==> src/rtl/spiq_pkg.sv <==
// Shared constants for the queued SPI master: address regions of the
// register/RAM bus, register slots and the sequencer state encoding.
package spiq_pkg;
    localparam logic [1:0] RGN_TX  = 2'd0;
    localparam logic [1:0] RGN_RX  = 2'd1;
    localparam logic [1:0] RGN_CMD = 2'd2;
    localparam logic [1:0] RGN_CTL = 2'd3;

    localparam logic [1:0] SLOT_CFG  = 2'd0;
    localparam logic [1:0] SLOT_RUN  = 2'd1;
    localparam logic [1:0] SLOT_QEND = 2'd2;
    localparam logic [1:0] SLOT_STAT = 2'd3;

    typedef enum logic [1:0] {
        SQ_IDLE = 2'd0,
        SQ_LEAD = 2'd1,
        SQ_XFER = 2'd2,
        SQ_TAIL = 2'd3
    } sq_state_t;
endpackage

==> src/rtl/spiq_baud.sv <==
// Half-period tick generator for SCK.
// Counts system clocks while a word is in flight and pulses tick once
// every div_eff cycles (a divider of 0 acts as 1). Assumes div is held
// stable while run is high.
module spiq_baud #(
    parameter int DIVW = 8
) (
    input  logic            clk,
    input  logic            rst_n,
    input  logic            run,
    input  logic [DIVW-1:0] div,
    output logic            tick
);
    logic [DIVW-1:0] cnt_q;
    logic [DIVW-1:0] div_eff;

    assign div_eff = (div == '0) ? DIVW'(1) : div;
    assign tick    = run && (cnt_q == div_eff - DIVW'(1));

    // Cycle counter, cleared when idle and after every tick.
    always_ff @(posedge clk) begin
        if (!rst_n)
            cnt_q <= '0;
        else if (!run || tick)
            cnt_q <= '0;
        else
            cnt_q <= cnt_q + DIVW'(1);
    end


    tick_gap_chk: assert property (@(posedge clk) disable iff (!rst_n)
        (tick && div_eff != DIVW'(1)) |=> !tick);
endmodule

==> src/rtl/spiq_shift.sv <==
// Single-word serial engine. On go it loads the low nbits of tx_word and
// runs 2*nbits SCK edges paced by tick, sampling MISO on the leading
// edge (cpha=0) or the trailing edge (cpha=1), MSB first. done pulses one
// cycle after the final edge with rx_word complete. Assumes go only
// arrives while idle and cpol/cpha/nbits are stable during a word.
module spiq_shift #(
    parameter int WORDW = 16,
    parameter int CW    = $clog2(WORDW) + 1
) (
    input  logic             clk,
    input  logic             rst_n,
    input  logic             go,
    input  logic [WORDW-1:0] tx_word,
    input  logic [CW-1:0]    nbits,
    input  logic             cpol,
    input  logic             cpha,
    input  logic             tick,
    input  logic             miso,
    output logic             active,
    output logic             sck,
    output logic             mosi,
    output logic             done,
    output logic [WORDW-1:0] rx_word
);
    localparam int EW = CW + 1;

    logic             active_q, ph_q, mosi_q, done_q;
    logic [EW-1:0]    ecnt_q;
    logic [WORDW-1:0] tx_sr_q, rx_sr_q;
    logic [WORDW-1:0] aligned;
    logic [EW-1:0]    last_edge;
    logic             sample;

    assign aligned   = tx_word << (WORDW - int'(nbits));
    assign last_edge = {nbits, 1'b0} - EW'(1);
    assign sample    = (~ecnt_q[0]) ^ cpha;

    assign active  = active_q;
    assign sck     = cpol ^ ph_q;
    assign mosi    = mosi_q;
    assign done    = done_q;
    assign rx_word = rx_sr_q;

    // Word load, edge stepping, data shift and sample.
    always_ff @(posedge clk) begin
        if (!rst_n) begin
            active_q <= 1'b0;
            ph_q     <= 1'b0;
            mosi_q   <= 1'b0;
            done_q   <= 1'b0;
            ecnt_q   <= '0;
            tx_sr_q  <= '0;
            rx_sr_q  <= '0;
        end else begin
            done_q <= 1'b0;
            if (go) begin
                active_q <= 1'b1;
                ph_q     <= 1'b0;
                ecnt_q   <= '0;
                rx_sr_q  <= '0;
                if (!cpha) begin
                    mosi_q  <= aligned[WORDW-1];
                    tx_sr_q <= aligned << 1;
                end else begin
                    tx_sr_q <= aligned;
                end
            end else if (active_q && tick) begin
                ph_q   <= ~ph_q;
                ecnt_q <= ecnt_q + EW'(1);
                if (sample) begin
                    rx_sr_q <= {rx_sr_q[WORDW-2:0], miso};
                end else begin
                    mosi_q  <= tx_sr_q[WORDW-1];
                    tx_sr_q <= tx_sr_q << 1;
                end
                if (ecnt_q == last_edge) begin
                    active_q <= 1'b0;
                    done_q   <= 1'b1;
                end
            end
        end
    end


    sck_idle_chk: assert property (@(posedge clk) disable iff (!rst_n)
        !active_q |-> (sck == cpol));

    go_idle_chk: assert property (@(posedge clk) disable iff (!rst_n)
        go |-> !active_q);
endmodule

==> src/rtl/spiq_seq.sv <==
// Queue sequencer. Walks entries 0..end_idx: lead delay (skipped when
// chip select was held from the previous entry), word transfer, then
// idle time during which chip select is held or released per the
// entry's continuation bit. Drives chip selects combinationally from
// the current entry's pattern. Assumes the command and config inputs
// are frozen while run is high.
module spiq_seq
    import spiq_pkg::*;
#(
    parameter int IW  = 5,
    parameter int CSW = 4
) (
    input  logic           clk,
    input  logic           rst_n,
    input  logic           run,
    input  logic [IW-1:0]  end_idx,
    input  logic [6:0]     lead,
    input  logic [7:0]     post,
    input  logic [CSW-1:0] cs_pat,
    input  logic           cmd_cont,
    input  logic           xfer_done,
    output logic [IW-1:0]  idx,
    output logic [CSW-1:0] cs_n,
    output logic           go,
    output logic           rx_we,
    output logic           fin
);
    sq_state_t     state_q;
    logic [IW-1:0] idx_q;
    logic [7:0]    cnt_q;
    logic          hold_q;
    logic          tail_end;
    logic          cs_on;

    assign tail_end = (state_q == SQ_TAIL) && (cnt_q == post);
    assign go       = (state_q == SQ_LEAD) && (hold_q || cnt_q == {1'b0, lead});
    assign rx_we    = (state_q == SQ_XFER) && xfer_done;
    assign fin      = tail_end && (idx_q == end_idx);
    assign cs_on    = (state_q == SQ_LEAD) || (state_q == SQ_XFER) ||
                      ((state_q == SQ_TAIL) && hold_q);
    assign cs_n     = cs_on ? ~cs_pat : '1;
    assign idx      = idx_q;

    // Entry walk: state, index, delay counter and held-select flag.
    always_ff @(posedge clk) begin
        if (!rst_n) begin
            state_q <= SQ_IDLE;
            idx_q   <= '0;
            cnt_q   <= '0;
            hold_q  <= 1'b0;
        end else begin
            unique case (state_q)
                SQ_IDLE: begin
                    if (run) begin
                        state_q <= SQ_LEAD;
                        idx_q   <= '0;
                        cnt_q   <= '0;
                        hold_q  <= 1'b0;
                    end
                end
                SQ_LEAD: begin
                    if (go) state_q <= SQ_XFER;
                    else    cnt_q   <= cnt_q + 8'd1;
                end
                SQ_XFER: begin
                    if (xfer_done) begin
                        state_q <= SQ_TAIL;
                        cnt_q   <= '0;
                        hold_q  <= cmd_cont;
                    end
                end
                SQ_TAIL: begin
                    if (tail_end) begin
                        cnt_q <= '0;
                        if (idx_q == end_idx) begin
                            state_q <= SQ_IDLE;
                            hold_q  <= 1'b0;
                        end else begin
                            state_q <= SQ_LEAD;
                            idx_q   <= idx_q + IW'(1);
                        end
                    end else begin
                        cnt_q <= cnt_q + 8'd1;
                    end
                end
                default: state_q <= SQ_IDLE;
            endcase
        end
    end


    done_in_xfer_chk: assert property (@(posedge clk) disable iff (!rst_n)
        xfer_done |-> (state_q == SQ_XFER));

    idx_bound_chk: assert property (@(posedge clk) disable iff (!rst_n)
        (state_q != SQ_IDLE) |-> (idx_q <= end_idx));
endmodule

==> src/rtl/spiq_master.sv <==
// Queued SPI master top: transmit/receive/command storage, configuration
// registers and status, wired to the sequencer, bit engine and baud
// generator. Bus writes take effect at the clock edge; reads are
// combinational. While the run bit is set, only status flag clears are
// accepted.
module spiq_master
    import spiq_pkg::*;
#(
    parameter int QDEPTH = 32,
    parameter int WORDW  = 16,
    parameter int CSW    = 4
) (
    input  logic                      clk,
    input  logic                      rst_n,
    input  logic                      bus_we,
    input  logic [$clog2(QDEPTH)+1:0] bus_addr,
    input  logic [15:0]               bus_wdata,
    output logic [15:0]               bus_rdata,
    output logic                      spi_sck,
    output logic                      spi_mosi,
    input  logic                      spi_miso,
    output logic [CSW-1:0]            spi_cs_n
);
    localparam int IW = $clog2(QDEPTH);
    localparam int BW = $clog2(WORDW);
    localparam int CW = BW + 1;

    logic [WORDW-1:0] tx_mem [QDEPTH];
    logic [WORDW-1:0] rx_mem [QDEPTH];
    logic [7:0]       cmd_mem[QDEPTH];
    logic [15:0]      cfg_q, run_q;
    logic [IW-1:0]    qend_q, last_idx_q;
    logic             fin_flag_q;

    logic [1:0]       region;
    logic [IW-1:0]    slot;
    logic             busy, wr_ok, reg_hit;
    logic [BW-1:0]    len_field;
    logic [CW-1:0]    nbits;

    logic [IW-1:0]    seq_idx;
    logic             seq_go, seq_rx_we, seq_fin;
    logic             sh_active, sh_done, tick;
    logic [WORDW-1:0] rx_word;

    assign region    = bus_addr[IW+1:IW];
    assign slot      = bus_addr[IW-1:0];
    assign busy      = run_q[15];
    assign wr_ok     = bus_we && !busy;
    assign reg_hit   = (region == RGN_CTL) && (slot[IW-1:2] == '0);
    assign len_field = cfg_q[10 +: BW];
    assign nbits     = (len_field == '0) ? CW'(WORDW) : CW'(len_field);

    // Transmit and command storage, written by software when idle.
    always_ff @(posedge clk) begin
        if (!rst_n) begin
            for (int i = 0; i < QDEPTH; i++) begin
                tx_mem[i]  <= '0;
                cmd_mem[i] <= '0;
            end
        end else if (wr_ok && region == RGN_TX) begin
            tx_mem[slot] <= bus_wdata[WORDW-1:0];
        end else if (wr_ok && region == RGN_CMD) begin
            cmd_mem[slot] <= bus_wdata[7:0];
        end
    end

    // Receive storage, written by the queue at the end of each word.
    always_ff @(posedge clk) begin
        if (!rst_n) begin
            for (int i = 0; i < QDEPTH; i++) rx_mem[i] <= '0;
        end else if (seq_rx_we) begin
            rx_mem[seq_idx] <= rx_word;
        end
    end

    // Configuration, run and queue-end registers; run bit self-clears.
    always_ff @(posedge clk) begin
        if (!rst_n) begin
            cfg_q  <= 16'h2000;
            run_q  <= '0;
            qend_q <= '0;
        end else begin
            if (seq_fin) run_q[15] <= 1'b0;
            if (wr_ok && reg_hit) begin
                unique case (slot[1:0])
                    SLOT_CFG:  cfg_q <= bus_wdata;
                    SLOT_RUN:  run_q <= {bus_wdata[15] & cfg_q[15], bus_wdata[14:0]};
                    SLOT_QEND: qend_q <= bus_wdata[8 +: IW];
                    default: ;
                endcase
            end
        end
    end

    // Status: completion flag (write-1-to-clear) and last entry index.
    always_ff @(posedge clk) begin
        if (!rst_n) begin
            fin_flag_q <= 1'b0;
            last_idx_q <= '0;
        end else begin
            if (seq_fin)
                fin_flag_q <= 1'b1;
            else if (bus_we && reg_hit && slot[1:0] == SLOT_STAT && bus_wdata[7])
                fin_flag_q <= 1'b0;
            if (seq_rx_we) last_idx_q <= seq_idx;
        end
    end

    // Read-back multiplexer.
    always_comb begin
        bus_rdata = '0;
        unique case (region)
            RGN_TX:  bus_rdata = 16'(tx_mem[slot]);
            RGN_RX:  bus_rdata = 16'(rx_mem[slot]);
            RGN_CMD: bus_rdata = 16'(cmd_mem[slot]);
            default: begin
                if (reg_hit) begin
                    unique case (slot[1:0])
                        SLOT_CFG:  bus_rdata = cfg_q;
                        SLOT_RUN:  bus_rdata = run_q;
                        SLOT_QEND: bus_rdata = 16'(qend_q) << 8;
                        default:   bus_rdata = 16'(last_idx_q) | (16'(fin_flag_q) << 7);
                    endcase
                end
            end
        endcase
    end

    spiq_seq #(.IW(IW), .CSW(CSW)) u_seq (
        .clk       (clk),
        .rst_n     (rst_n),
        .run       (busy),
        .end_idx   (qend_q),
        .lead      (run_q[14:8]),
        .post      (run_q[7:0]),
        .cs_pat    (cmd_mem[seq_idx][CSW-1:0]),
        .cmd_cont  (cmd_mem[seq_idx][7]),
        .xfer_done (sh_done),
        .idx       (seq_idx),
        .cs_n      (spi_cs_n),
        .go        (seq_go),
        .rx_we     (seq_rx_we),
        .fin       (seq_fin)
    );

    spiq_shift #(.WORDW(WORDW), .CW(CW)) u_shift (
        .clk     (clk),
        .rst_n   (rst_n),
        .go      (seq_go),
        .tx_word (tx_mem[seq_idx]),
        .nbits   (nbits),
        .cpol    (cfg_q[9]),
        .cpha    (cfg_q[8]),
        .tick    (tick),
        .miso    (spi_miso),
        .active  (sh_active),
        .sck     (spi_sck),
        .mosi    (spi_mosi),
        .done    (sh_done),
        .rx_word (rx_word)
    );

    spiq_baud #(.DIVW(8)) u_baud (
        .clk   (clk),
        .rst_n (rst_n),
        .run   (sh_active),
        .div   (cfg_q[7:0]),
        .tick  (tick)
    );


    start_clear_chk: assert property (@(posedge clk) disable iff (!rst_n)
        $fell(run_q[15]) |-> $past(seq_fin));

    idle_cs_chk: assert property (@(posedge clk) disable iff (!rst_n)
        !busy |-> (spi_cs_n == '1));

    fin_flag_chk: assert property (@(posedge clk) disable iff (!rst_n)
        $rose(fin_flag_q) |-> $past(seq_fin));

    cfg_frozen_chk: assert property (@(posedge clk) disable iff (!rst_n)
        ($past(busy) && busy) |-> $stable(cfg_q));
endmodule

==> config.mk <==
export PLATFORM = sky130hd
export DESIGN_NAME = spiq_master
export DESIGN_NICKNAME = d
export VERILOG_FILES = /design/src/rtl/spiq_pkg.sv /design/src/rtl/spiq_baud.sv /design/src/rtl/spiq_shift.sv /design/src/rtl/spiq_seq.sv /design/src/rtl/spiq_master.sv
export SDC_FILE = /design/constraint.sdc
export NUM_CORES = 2
export LEC_CHECK = 0
export ABC_AREA = 1
export BUFFER_PORTS_ARGS = -buffer_cell sky130_fd_sc_hd__buf_2
export CAP_MARGIN = 20
export CORE_ASPECT_RATIO = 1.1
export CORE_MARGIN = 3
export CORE_UTILIZATION = 30
export CTS_CLUSTER_SIZE = 30
export DETAILED_ROUTE_END_ITERATION = 10
export PLACE_DENSITY_LB_ADDON = 0.2
export SYNTH_ARGS = -nofsm -noshare
export SYNTH_HDL_FRONTEND = slang
export SYNTH_SLANG_ARGS = --single-unit
==> constraint.sdc <==
create_clock -name clk -period 3.1 [get_ports clk]
set_clock_uncertainty 0.15 [all_clocks]
set_input_delay 0.465 -clock clk [delete_from_list [all_inputs] [get_ports clk]]
set_output_delay 0.465 -clock clk [all_outputs]
set_load 0.02 [all_outputs]
# Word-level counts from Yosys, hierarchy flattened
# Memory sizes are Yosys's and may differ from the RTL's. A register that Yosys moved wholly into a read port is not among the register bits.
# Index checks and enable logic that the tools add are counted.
dict set report classes {
  n_addsub 7
  n_eq_ne 23
  shifts 1
  n_mux 67
  n_bitwise 9
  reduce_logical 49
}
# op n
set ops {}
lappend ops {{two-way mux 16 bit} 9}
lappend ops {{one-hot mux 16 bit (3 select lines)} 2}
lappend ops {{two-way mux 5 bit} 11}
lappend ops {{two-way mux 8 bit} 6}
lappend ops {{one-hot mux 8 bit (4 select lines)} 1}
lappend ops {{OR reduction 16 bit} 2}
lappend ops {{left shift 16 x 32 -> 16 bit} 1}
lappend ops {{two-way mux 1 bit} 30}
lappend ops {{adder 8 x 1 -> 8 bit, second input constant} 2}
lappend ops {{equality test 8 bit} 2}
lappend ops {{logical AND 1 bit} 15}
lappend ops {{inequality test 2 bit, second input constant} 7}
lappend ops {{equality test 2 bit, second input constant} 6}
lappend ops {{AND reduction 2 bit} 6}
lappend ops {{one-hot mux 5 bit (2 select lines)} 1}
lappend ops {{equality test 8 x 7 -> 1 bit} 1}
lappend ops {{zero test 8 bit} 1}
lappend ops {{two-way mux 2 bit} 4}
lappend ops {{OR 5 x 8 -> 8 bit} 1}
lappend ops {{one-hot mux 2 bit (4 select lines)} 1}
lappend ops {{AND reduction 4 bit} 2}
lappend ops {{nonzero test 2 bit} 4}
lappend ops {{OR reduction 8 bit} 1}
lappend ops {{subtractor 8 x 1 -> 8 bit, second input constant} 1}
lappend ops {{other kinds (24)} 39}
dict set report totals {
  reg_bits 109
  mem_bits_rw 1280
  input_bits 27
  output_inout_bits 22
  mem_count 3
}
# memory words width read_ports rd_clocked_by_memory_dff write_ports line
set memory_table {}
lappend memory_table {rx_mem 32 16 1 0 32 spiq_master.sv:29} ;# logic [WORDW-1:0] rx_mem [QDEPTH];
lappend memory_table {tx_mem 32 16 2 1 32 spiq_master.sv:28} ;# logic [WORDW-1:0] tx_mem [QDEPTH];
lappend memory_table {cmd_mem 32 8 2 1 32 spiq_master.sv:30} ;# logic [7:0] cmd_mem[QDEPTH];

# Logic depth before layout (Yosys ltp)
dict set report logic_depth {
  depth_word 9
  depth_mapped 20
  ltp_nobuf 18
}

# Hierarchy
# Synthesis repeated with hierarchy kept, for this count alone.
dict set report hier_totals {
  cells_unflattened 8114
  area_unflattened_um2 69850.7
}
# mod n_inst cells_each area_each_um2
set by_module_without_submodules {}
lappend by_module_without_submodules {spiq_master 1 7325 64859.7}
lappend by_module_without_submodules {spiq_shift 1 430 2760.1}
lappend by_module_without_submodules {spiq_seq 1 245 1463.9}
lappend by_module_without_submodules {spiq_baud 1 114 767.0}

# Worst setup path after synthesis
# OpenSTA, ideal clock, no wires.
dict set report synth_path {
  path_type {input to register}
  startpoint {input port bus_addr[0]}
  endpoint {memory tx_mem[17][0] (enable)}
  setup_time_ns 0.372
  t_arrival_ns 2.253
  t_required_ns 2.578
  path_slack_ns 0.326
  stages 9
  n_path_buf 5
  cell_sequence {inv_1 > nor2_1 > buf_2 > buf_2 > buf_2 > buf_2 > nand3_1 > clkbuf_1 > nand2_1}
}
# element line
set synth_rtl {}
lappend synth_rtl {{from (decl)} spiq_master.sv:16} ;# input logic [$clog2(QDEPTH)+1:0] bus_addr,
lappend synth_rtl {{to (decl)} spiq_master.sv:28}

# Worst setup path after layout
dict set report layout_path {
  startpoint {input port bus_addr[0]}
  endpoint {output port bus_rdata[7]}
}
dict set report layout_between {
  elab_chain_len 4
  word_cells_on_any_way 9
  cone_classes {2 x eq/ne; 3 x mux; 1 x reduce/logical; 3 x memory}
}
# element line
set layout_rtl {}
lappend layout_rtl {{parallel branches: the longest is 3 deep, another holds memory (32 x 8 bit)} --}
lappend layout_rtl {{one-hot mux 16 bit (3 select lines) (*)} spiq_master.sv:113} ;# unique case (region)
lappend layout_rtl {{to (decl)} spiq_master.sv:18} ;# output logic [15:0] bus_rdata,
# Mark *: on every way between the ends.

==> flow_summary.yaml <==
floorplanning:
  die_w_um: 458
  initial_core_util_pct: 30.3
  dieArea_mm2: 0.230
  die_h_um: 503
  num_rows: 181
  core_mm2: 0.222
  ios: 49
critical_path:
  critPathMaxFanout: 19
  crit_top_cell: "buf_4"
  slowest_delay_ns: 0.36
  reg2regPathDepth: 18
  critPathLaunchType: "input pin"
  crit_arrival_ns: 2.99
  cp-end-kind: "output port"
  crit_chain: "buf_4 -> inv_2 -> nand2_4 -> inv_12 -> buf_16 -> buf_12 -> a22oi_1 -> nand2_1 -> a22o_4 -> o41ai_4 -> buf_4 -> nand4_1 -> buf_4 -> buf_6"
  crit_cells: 14
  crit_type: "in -> out"
  worst_path_max_delay_cell: "o41ai_4"
  cpLargestDelayFamily: "buffers and inverters"
  cp_data_required_time_ns: 2.48
  crit_buf_inv: 8
place:
  dpl.hpwl_mm: 189
  postPlaceCellArea_mm2: 0.0763
  pre_cts_ws_ns: -1.03
  dpl.cell_count: 10300
  place.gp.congestion: 0.924
  port_buffers: 48
timing:
  slew_viol_final: 0
  tightest_slew_ns: 1.11
  hold_ws_ns: 0.0912
  fin_crit_ns: 3.60
  setup_viol: 20
  slew_headroom_pct: 25.7
  fin_ws_ns: -0.505
  hold_viol_final: 0
  fin_crit_sh_pct: 116
  rsz0062_at_grt: "true"
  timing.fmax_ghz: 0.277
synthesis:
  yosys_warnings: 0
  synth_top_family_by_area: "simple AND/OR/NAND/NOR gates"
  synth-edff-count: 1280
  netlist_area_mm2: 0.0674
  yosys.area_share.simple_pct: 20.5
  async_flop_share_pct: 0
  ys.flop_type: "edfxtp_1"
  netlist_instances: 7149
  synth.avg_cell_area_um2: 9.43
  synthAdderAreaFrac_pct: 0.260
  synth-seq-cells: 1394
  synthMuxAreaShare_pct: 0
  synthDistinctLibCells: 59
  synth_compound_area_share_pct: 12.1
  synth_nets: 7190
  seq_area_frac_synth_pct: 60.4
  synth_xor_area_share_pct: 0.490
cells_and_area:
  seqCellArea_mm2: 0.0407
  final_cell_area_mm2: 0.0852
  fin_nets: 7653
  final_cell_mix: "1409 x nor2_1, 1280 x edfxtp_1, 1201 x nand2_1"
  area_delta_synth_final_pct: 26.4
  multi_input_area_mm2: 0.0248
  final_layout_size_suffix_gt1_share_pct: 19.6
  nFillCells: 21800
  stdcell_count: 10700
  mostFrequentLayoutCell: "nor2_1"
power_and_ir_drop:
  leakage_nw: 32.9
  peakVddDrop_mv: 0.641
  power_density_mw_per_mm2: 680
routing:
  drt_iter0_drc: 6934
  postRouteAntennaNets: 0
  drt-wirelength-per-cell_um: 26.5
  maxUsedRoutingLayer: "met4"
  drc: 0
  wl_mm: 282
  wl_met2_mm: 134
  wl_met1_mm: 112
  vias: 58000
  vias_per_cell: 5.44
  wl_met3_mm: 19.0
  firstDrtPassIters: 8
clocking:
  clk_pin_slew_ns: 0.05
  clk_path_buf_depth: 3
  cts-root-buf: "clkbuf_16"
  cts_htree_levels: 4
  cts_tree: "built"
  cts_made_buffers: 161
  cts_sinks: 1394
  insertion_delay_ns: 0.85
run_status:
  violations: "setup timing"
  status: "finished with violations"
job:
  maxCapViolCount: 0
worst_hold_path:
  worstHoldPathCells: 4
  min_path_type: "in -> reg"
grt:
  antenna_found_initial: 4
  grt_pass1_wl_mm: 400
  grt_max_degree: 95
  grt_pass1_vias: 55900
  grt-ovfl-total: 0
  track_usage_pct: 23.7
-- sequential cells by signal, summed over array words and instances, names as in the netlist, 6 cells and up, named ones only --
signal	cells
cfg_q	16
u_shift.ecnt_q	6
u_shift.rx_word	16
u_seq.cnt_q	8
run_q	16
u_shift.tx_sr_q	16
rx_mem	512
u_baud.cnt_q	8
tx_mem	512
cmd_mem	256
-- layer usage --
metal / track usage [%] / vias up
li1: - / 25700
met1: 29.4 / 28900
met2: 39.8 / 2753
met3: 3.26 / 639
met4: 13.0 / 0
met5: 0 / -
-- final cells by class --
cell class | instances | share of cell area (%)
flip-flops and latches | 1394 | 47.8
well taps | 2928 | 4.30
diodes | 3 | 0.00881
multi-input cells | 4693 | 29.1
clock inverters | 88 | 1.16
repair buffers | 874 | 10.4
clock buffers | 200 | 4.99
inverters | 488 | 2.24
-- per-stage QoR --
stage / power [W] / util [%] / setup TNS, ns
after floorplan: 0.0295 / - / 0
after global placement: 0.0356 / 34.3 / -12.64
after detailed placement: 0.0356 / 34.3 / -12.56
after CTS: 0.0567 / 37.6 / -7.23
after global routing: 0.0598 / 38.3 / -7.26
final: 0.0579 / 38.3 / -6.09
-- path summary, 6_finish.rpt --
kind	from	endpoint	slack (ns)
worst max register to register	flop	u_shift.tx_sr_q[7]$_SDFFE_PN0P_	0.09
worst max-delay path	bus_addr[0]	bus_rdata[7]	-0.50
worst min-delay path	bus_wdata[2]	cmd_mem[27][2]$_SDFFCE_PN0P_	0.09
worst min register to register	u_shift.ecnt_q[5]$_SDFFE_PP0P_	u_shift.ecnt_q[5]$_SDFFE_PP0P_	0.31
-- logic make-up (layout without fill, tap and decap cells) --
logic type | after synthesis | in the layout
buf+inv | 1062 | 1650
compound gates | 1248 | 1248
flops | 1394 | 1394
xor+xnor | 34 | 34
simple gates | 3397 | 3397
fa+ha+maj | 14 | 14
other cells | 0 | 3
-- cells in the mapped netlist (4+ instances only) --
cell,count,area share [%]
a22oi_1,476,5.3
o21ai_0,314,2.3
o22ai_1,145,1.3
inv_1,465,2.6
xnor2_1,7,0.091
buf_4,10,0.11
edfxtp_1,1280,57
nor3_1,24,0.18
nand2_1,1255,7.0
o21ai_1,7,0.052
ha_1,14,0.26
a211oi_1,5,0.056
a21o_1,7,0.078
nor2_1,1427,7.9
or2_2,7,0.065
dfxtp_1,114,3.4
clkbuf_1,412,2.3
xor2_1,25,0.32
o41ai_1,20,0.26
a22o_1,24,0.31
nor3b_1,8,0.089
buf_1,45,0.25
a21boi_0,17,0.19
a21oi_1,148,1.1
buf_2,105,0.78
nand3_1,600,4.5
nand4_1,57,0.53
clkinv_1,14,0.078
o221ai_1,44,0.57
o2111ai_1,4,0.052
o211ai_1,11,0.12
o31ai_1,10,0.11
inv_2,8,0.045
-- tightest hold or removal path, stage by stage --
cell and delay [ns]:
buf_2 0.08, inv_2 0.04, buf_12 0.23, nor2_1 0.15
-- timing repair --
item / 4_1_cts / 5_1_grt
setup endpoints to repair: 24 / 41
gates cloned: 16 / 11
resized for setup: 335 / 334
setup buffers: 26 / 14
hold buffers: 13 / 0
pin swaps: 130 / 162
endpoints found under the hold margin: 20 / 0
-- power breakdown --
group          switching (W)  internal (W)
clock network        0.00832        0.0109
registers           0.000510        0.0213
logic                 0.0111       0.00577
Power figures use the tool's default switching activity.
